File: src/rtl/tdm_pkg.sv
package tdm_pkg;

    typedef enum logic {
        TX_FBIT,
        TX_DATA
    } tx_state_e;

    typedef enum logic [1:0] {
        RX_HUNT,
        RX_DATA,
        RX_FBIT
    } rx_state_e;

endpackage

File: src/rtl/tdm_slot_ctr.sv
module tdm_slot_ctr #(
    parameter int NUM_CH = 24,
    parameter int CH_W   = 8,
    localparam int SLOT_W = $clog2(NUM_CH),
    localparam int BIT_W  = $clog2(CH_W)
) (
    input  logic              clk,
    input  logic              rst_n,
    input  logic              clr,
    input  logic              adv,
    output logic [BIT_W-1:0]  bit_idx,
    output logic [SLOT_W-1:0] slot_idx,
    output logic              last_bit,
    output logic              last_slot
);

    assign last_bit  = (bit_idx == BIT_W'(CH_W - 1));
    assign last_slot = (slot_idx == SLOT_W'(NUM_CH - 1));

    always_ff @(posedge clk or negedge rst_n) begin
        if (!rst_n) begin
            bit_idx  <= '0;
            slot_idx <= '0;
        end else if (clr) begin
            bit_idx  <= '0;
            slot_idx <= '0;
        end else if (adv) begin
            if (last_bit) begin
                bit_idx  <= '0;
                slot_idx <= last_slot ? '0 : slot_idx + 1'b1;
            end else begin
                bit_idx <= bit_idx + 1'b1;
            end
        end
    end

endmodule

File: src/rtl/tdm_tx.sv
module tdm_tx
    import tdm_pkg::*;
#(
    parameter int NUM_CH = 24,
    parameter int CH_W   = 8,
    localparam int SLOT_W = $clog2(NUM_CH),
    localparam int BIT_W  = $clog2(CH_W)
) (
    input  logic                   clk,
    input  logic                   rst_n,
    input  logic [NUM_CH*CH_W-1:0] chan_in,
    output logic                   ser_out,
    output logic                   frame_start
);

    tx_state_e         state_q;
    tx_state_e         state_d;
    logic              fbit_q;
    logic [CH_W-1:0]   snap [NUM_CH];
    logic [BIT_W-1:0]  bit_idx;
    logic [SLOT_W-1:0] slot_idx;
    logic              last_bit;
    logic              last_slot;
    logic [CH_W-1:0]   cur_byte;
    logic [BIT_W-1:0]  bit_sel;

    tdm_slot_ctr #(
        .NUM_CH (NUM_CH),
        .CH_W   (CH_W)
    ) u_ctr (
        .clk       (clk),
        .rst_n     (rst_n),
        .clr       (state_q == TX_FBIT),
        .adv       (state_q == TX_DATA),
        .bit_idx   (bit_idx),
        .slot_idx  (slot_idx),
        .last_bit  (last_bit),
        .last_slot (last_slot)
    );

    // state register
    always_ff @(posedge clk or negedge rst_n) begin
        if (!rst_n) begin
            state_q <= TX_FBIT;
        end else begin
            state_q <= state_d;
        end
    end

    // next state
    always_comb begin
        state_d = state_q;
        unique case (state_q)
            TX_FBIT: state_d = TX_DATA;                               // T_TX_OPEN
            TX_DATA: if (last_bit && last_slot) state_d = TX_FBIT;    // T_TX_CLOSE
        endcase
    end

    // framing bit polarity, flips as each frame opens
    always_ff @(posedge clk or negedge rst_n) begin
        if (!rst_n) begin
            fbit_q <= 1'b1;
        end else if (state_q == TX_FBIT) begin
            fbit_q <= ~fbit_q;
        end
    end

    // per-channel holding bytes, captured once per frame
    for (genvar g = 0; g < NUM_CH; g++) begin : g_snap
        always_ff @(posedge clk or negedge rst_n) begin
            if (!rst_n) begin
                snap[g] <= '0;
            end else if (state_q == TX_FBIT) begin
                snap[g] <= chan_in[g*CH_W +: CH_W];
            end
        end
    end

    assign cur_byte = snap[slot_idx];
    assign bit_sel  = BIT_W'(CH_W - 1) - bit_idx;

    // outputs
    always_comb begin
        ser_out     = 1'b0;
        frame_start = 1'b0;
        unique case (state_q)
            TX_FBIT: begin
                ser_out     = fbit_q;
                frame_start = 1'b1;
            end
            TX_DATA: begin
                ser_out     = cur_byte[bit_sel];
                frame_start = 1'b0;
            end
        endcase
    end

endmodule

File: src/rtl/tdm_rx.sv
module tdm_rx
    import tdm_pkg::*;
#(
    parameter int NUM_CH = 24,
    parameter int CH_W   = 8,
    localparam int SLOT_W = $clog2(NUM_CH),
    localparam int BIT_W  = $clog2(CH_W)
) (
    input  logic              clk,
    input  logic              rst_n,
    input  logic              ser_in,
    input  logic              sync_in,
    output logic [CH_W-1:0]   byte_out,
    output logic              byte_valid,
    output logic [SLOT_W-1:0] slot_out
);

    rx_state_e         state_q;
    rx_state_e         state_d;
    logic [CH_W-2:0]   shreg;
    logic [BIT_W-1:0]  bit_idx;
    logic [SLOT_W-1:0] slot_idx;
    logic              last_bit;
    logic              last_slot;

    tdm_slot_ctr #(
        .NUM_CH (NUM_CH),
        .CH_W   (CH_W)
    ) u_ctr (
        .clk       (clk),
        .rst_n     (rst_n),
        .clr       (sync_in || (state_q != RX_DATA)),
        .adv       (state_q == RX_DATA),
        .bit_idx   (bit_idx),
        .slot_idx  (slot_idx),
        .last_bit  (last_bit),
        .last_slot (last_slot)
    );

    // state register
    always_ff @(posedge clk or negedge rst_n) begin
        if (!rst_n) begin
            state_q <= RX_HUNT;
        end else begin
            state_d_check: state_q <= state_d;
        end
    end

    // next state
    always_comb begin
        state_d = state_q;
        if (sync_in) begin
            state_d = RX_DATA;                                        // T_RX_ALIGN
        end else begin
            unique case (state_q)
                RX_HUNT: state_d = RX_HUNT;
                RX_DATA: if (last_bit && last_slot) state_d = RX_FBIT; // T_RX_WRAP
                RX_FBIT: state_d = RX_DATA;                           // T_RX_FLY
                default: state_d = RX_HUNT;
            endcase
        end
    end

    // partial byte, oldest bit on the left
    always_ff @(posedge clk or negedge rst_n) begin
        if (!rst_n) begin
            shreg <= '0;
        end else if (state_q == RX_DATA && !sync_in) begin
            shreg <= {shreg[CH_W-3:0], ser_in};
        end
    end

    // outputs
    always_comb begin
        byte_out   = '0;
        byte_valid = 1'b0;
        slot_out   = '0;
        unique case (state_q)
            RX_DATA: begin
                if (!sync_in && last_bit) begin
                    byte_out   = {shreg, ser_in};
                    byte_valid = 1'b1;
                    slot_out   = slot_idx;
                end
            end
            RX_HUNT, RX_FBIT: begin
                byte_valid = 1'b0;
            end
            default: begin
                byte_valid = 1'b0;
            end
        endcase
    end

endmodule

File: src/rtl/tdm_framer.sv
module tdm_framer #(
    parameter int NUM_CH = 24,
    parameter int CH_W   = 8,
    localparam int SLOT_W = $clog2(NUM_CH)
) (
    input  logic                   clk,
    input  logic                   rst_n,
    input  logic [NUM_CH*CH_W-1:0] tx_chan_data,
    output logic                   tx_ser,
    output logic                   tx_frame_start,
    input  logic                   rx_ser,
    input  logic                   rx_frame_start,
    output logic [CH_W-1:0]        rx_byte,
    output logic                   rx_valid,
    output logic [SLOT_W-1:0]      rx_slot
);

    tdm_tx #(
        .NUM_CH (NUM_CH),
        .CH_W   (CH_W)
    ) u_tx (
        .clk         (clk),
        .rst_n       (rst_n),
        .chan_in     (tx_chan_data),
        .ser_out     (tx_ser),
        .frame_start (tx_frame_start)
    );

    tdm_rx #(
        .NUM_CH (NUM_CH),
        .CH_W   (CH_W)
    ) u_rx (
        .clk        (clk),
        .rst_n      (rst_n),
        .ser_in     (rx_ser),
        .sync_in    (rx_frame_start),
        .byte_out   (rx_byte),
        .byte_valid (rx_valid),
        .slot_out   (rx_slot)
    );

endmodule

File: config.mk
export PLATFORM = sky130hd
export DESIGN_NAME = tdm_framer
export DESIGN_NICKNAME = d
export VERILOG_FILES = /design/src/rtl/tdm_pkg.sv /design/src/rtl/tdm_slot_ctr.sv /design/src/rtl/tdm_tx.sv /design/src/rtl/tdm_rx.sv /design/src/rtl/tdm_framer.sv
export SDC_FILE = /design/constraint.sdc
export NUM_CORES = 1
export LEC_CHECK = 0
export ABC_AREA = 1
export BUFFER_PORTS_ARGS = -buffer_cell sky130_fd_sc_hd__buf_2
export CAP_MARGIN = 20
export CORE_ASPECT_RATIO = 1.25
export CORE_MARGIN = 5
export CORE_UTILIZATION = 31
export CTS_CLUSTER_DIAMETER = 60
export CTS_CLUSTER_SIZE = 24
export DETAILED_ROUTE_END_ITERATION = 10
export GPL_TIMING_DRIVEN = 0
export SLEW_MARGIN = 25
export SYNTH_ARGS = -nofsm -noshare
export SYNTH_HDL_FRONTEND = slang
export SYNTH_SLANG_ARGS = --single-unit
File: constraint.sdc
create_clock -name clk -period 4.7 [get_ports clk]
set_clock_uncertainty 0.2 [all_clocks]
set_input_delay 0.235 -clock clk [delete_from_list [all_inputs] [get_ports clk]]
set_output_delay 0.235 -clock clk [all_outputs]
set_load 0.005 [all_outputs]
==> run summary <==
Dpl cell area: 12100 µm²
CP arrival: 2.84 ns
Antenna Nets Post-Route: 0
Syn Nets: 1605
CTS H-tree lvls: 1
# port buffers: 211
Max transition margin: 41.6%
Pre-antenna DRT Iters: 5
Worst-skew pair later-pin latency: 0.53 ns
RSZ-0062 raised after global routing: no
Die height: 216 µm
Detailed Route Iter0 Violations: 753
Die ar.: 37600 µm²
CP max FO: 10
Fmax: 305 MHz
CP endpoint kind: output pin
CTS resizes: 0
Rows: 75
TritonCTS clock tree: done
Initial antenna violation count: 0
Mapped Avg Cell Area: 7.48 µm²
Routed wire length: 39700 µm
Clock Power Share: 43.8%
Internal power: 3210 µW
Clock tree buffer depth: 3
Comb pwr share: 9.9%
Starting Density: 31.3%
Boundary Pins: 212
Register bit total from synthesis: 219
Core Region: 33500 µm²
Synth top area cells: dfrtp_1 (52%), nand2_1 (21%), o21ai_0 (5.9%), nand3_1 (5.2%), inv_1 (4.1%)
Reg2Reg Setup Slack: 2.01 ns
Startpoint type of the worst setup path: flop
Outcome: completed
Fin nets: 2037
Cell mode on critical path: nand3_1
Clock buffer count from CTS: 22
Synth Instances: 1403
Sum Neg Setup Slack: 0 ns
Post-Syn Area: 10500 µm²
Actual slew at the worst max-slew pin: 0.876 ns
Max incr delay on CP: 0.60 ns
Cell Pwr Density: 294 nW/µm²
Placer Congestion: 0.894
Clock Pin Slew Worst Setup and Hold Paths: 0.08 ns
Peak supply drop: 319 µV
MaxCap Viol Count: 0
GR Overflow Total: 0
Width of the die: 175 µm
Finished Cell Area: 14900 µm²
CP cell instances: inv_2 > clkbuf_1 > o211ai_1 > nand2_1 > nand2_1 > nand3_1 > nand3_1 > nand3_1 > nand3_1 > nand2_1 > inv_1 > a21oi_2 > buf_2
Drt wl/cell: 17.5 µm
Share of the synthesized area in the top cell type: 52.0%
Minimum clock period: 3.28 ns
All-Layer GR Usage: 20.7%
Vias post-DR: 10696
Final HPWL DP: 28600 µm
Share of power burned in registers: 46.3%
Share of post-route cells with drive strength above 1: 16.1%
Clock tree sinks: 219
Worst EP required: 4.26 ns
P_sw: 1180 µW
Largest net degree at the start of global routing: 83
Worst Hold Class: input pin to asynchronous set/reset pin
Vias/cell: 4.70
Final Hold Viols: 0
Tcrit/Tclk final: 69.7%
Synth unique cells: 26
Root Buffer: clkbuf_16
P&R area growth vs syn: 41.9%
Switching Share: 26.9%
Post-CTS setup buffers: 0
Synth warn: 0
Drt drc: 0
Static power due to leakage: 0.00745 µW
First-pass GRT wire length: 61500 µm
Final max-slew violation count: 0
Buf/Inv on CP: 4
Area leader, netlist: dfrtp_1
Kind of critical path: flop to output pin
Cts hold-fix bufs: 195
Register area share after synthesis: 52.2%
Vias in the first global route: 11006
Post-layout util: 44.5%
Setup-failing EPs final: 0
Family with the most delay on the worst path: buffers and inverters
Slowest-stage cell, CP: clkbuf_1
Number of inserted diodes: 0
[power by group through the flow]
stage,registers [µW],clock network (µW),logic (µW)
2_1_floorplan,2050,0,130
3_3_place_gp,2060,0,297
3_5_place_dp,2060,0,309
4_1_cts,2030,1960,439
5_1_grt,2040,2030,490
6_report,2030,1920,436
[placed cells by master, fill, tap and decap left out, types with 2 or more instances in the layout]
| cell | netlist | routed |
|---|---|---|
| dlygate4sd3_1 | 0 | 195 |
| buf_6 | 6 | 6 |
| ha_1 | 6 | 6 |
| buf_16 | 0 | 2 |
| buf_4 | 5 | 5 |
| nor2_1 | 111 | 111 |
| o211ai_1 | 14 | 14 |
| clkbuf_16 | 0 | 22 |
| a21oi_1 | 5 | 5 |
| inv_2 | 2 | 2 |
| dfrtp_1 | 218 | 218 |
| buf_2 | 19 | 229 |
| o21ai_0 | 123 | 123 |
| nand4_1 | 2 | 2 |
| inv_8 | 0 | 4 |
| o21ai_1 | 10 | 10 |
| buf_1 | 5 | 5 |
| nand3_1 | 110 | 110 |
| clkbuf_1 | 48 | 48 |
| clkinvlp_4 | 0 | 2 |
| xor2_1 | 2 | 2 |
| clkinv_8 | 0 | 4 |
| or2_2 | 11 | 11 |
| inv_12 | 0 | 4 |
| clkinv_1 | 2 | 2 |
| inv_1 | 115 | 115 |
| clkinv_4 | 0 | 2 |
| nand2_1 | 583 | 583 |
[cell usage after synthesis, drive strengths merged]
cell type,instances
o21ai,133
dfstp,1
ha,6
nand3,110
o22ai,1
clkinv,2
o211ai,14
dfrtp,218
clkbuf,48
a221oi,1
xnor2,1
inv,117
nand2,583
a21oi,6
nor2,111
a211oi,1
xor2,2
or2,11
nand4,2
buf,35
[per-stage QoR]
step / setup slack, ns / hold WS, ns / total power, µW / instances
finish: 1.42 / 0.105 / 4390 / 2274
global route: 1.29 / 0.163 / 4560 / 2274
CTS: 1.41 / 0.127 / 4420 / 2274
detailed placement: 1.99 / 0.0897 / 2370 / 2039
global placement: -0.708 / 0.231 / 2360 / 2037
floorplan: 2.78 / -0.261 / 2180 / 1403
[sequential cells by signal (all words and copies together) (netlist names)]
signal,cells
u_rx.shreg,7
u_rx.state_q,2
u_rx.u_ctr.bit_idx,3
u_rx.u_ctr.slot_idx,5
u_tx.fbit_q,1
u_tx.snap,192
u_tx.state_q,1
u_tx.u_ctr.bit_idx,3
u_tx.u_ctr.slot_idx,5
[cell families after synthesis]
family	after synthesis	synth area share, %
AND/OR/NAND/NOR	817	30.8
flip-flops	219	52.2
buffers and inverters	202	8.06
AO/OA/AOI/OAI	156	7.88
adder cells (fa/ha/maj)	6	0.715
XOR/XNOR	3	0.250
[cell type report]
class | instances | area [µm²]
fill | 3372 | 18600
sequential | 219 | 5480
multi-input combinational | 982 | 4170
timing repair buffer | 408 | 3070
clock buffer | 22 | 551
tap | 423 | 529
inverter | 119 | 447
buffer | 83 | 399
clock inverter | 18 | 246
[per-layer routing]
layer / routed length (µm) / share of wire [%] / track usage, % / up-vias
met2: 19200 / 48 / 35.7 / 412
met3: 2670 / 6.7 / 2.96 / 73
met4: 1290 / 3.2 / 7.05 / 0
li1: - / - / - / 5219
met5: 0 / 0 / 0 / -
met1: 16500 / 42 / 26.8 / 4992
[final timing paths]
kind	startpoint	to	cells after the start
max in group asynchronous	rst_n	u_tx.snap[160]$_DFFE_PN0N_	3
worst min register to register	u_rx.u_ctr.bit_idx[0]$_DFFE_PN0P_	u_rx.u_ctr.bit_idx[0]$_DFFE_PN0P_	1
min in group clk	tx_chan_data[56]	u_tx.snap[128]$_DFFE_PN0N_	4
worst max-delay path	u_tx.u_ctr.slot_idx[1]$_DFFE_PN0P_	tx_ser	13
worst min-delay path	rst_n	u_tx.snap[101]$_DFFE_PN0N_	2
worst max register to register	u_tx.state_q$_DFF_PN0_	u_tx.snap[70]$_DFFE_PN0N_	6
(Power assumes the default switching activity.)
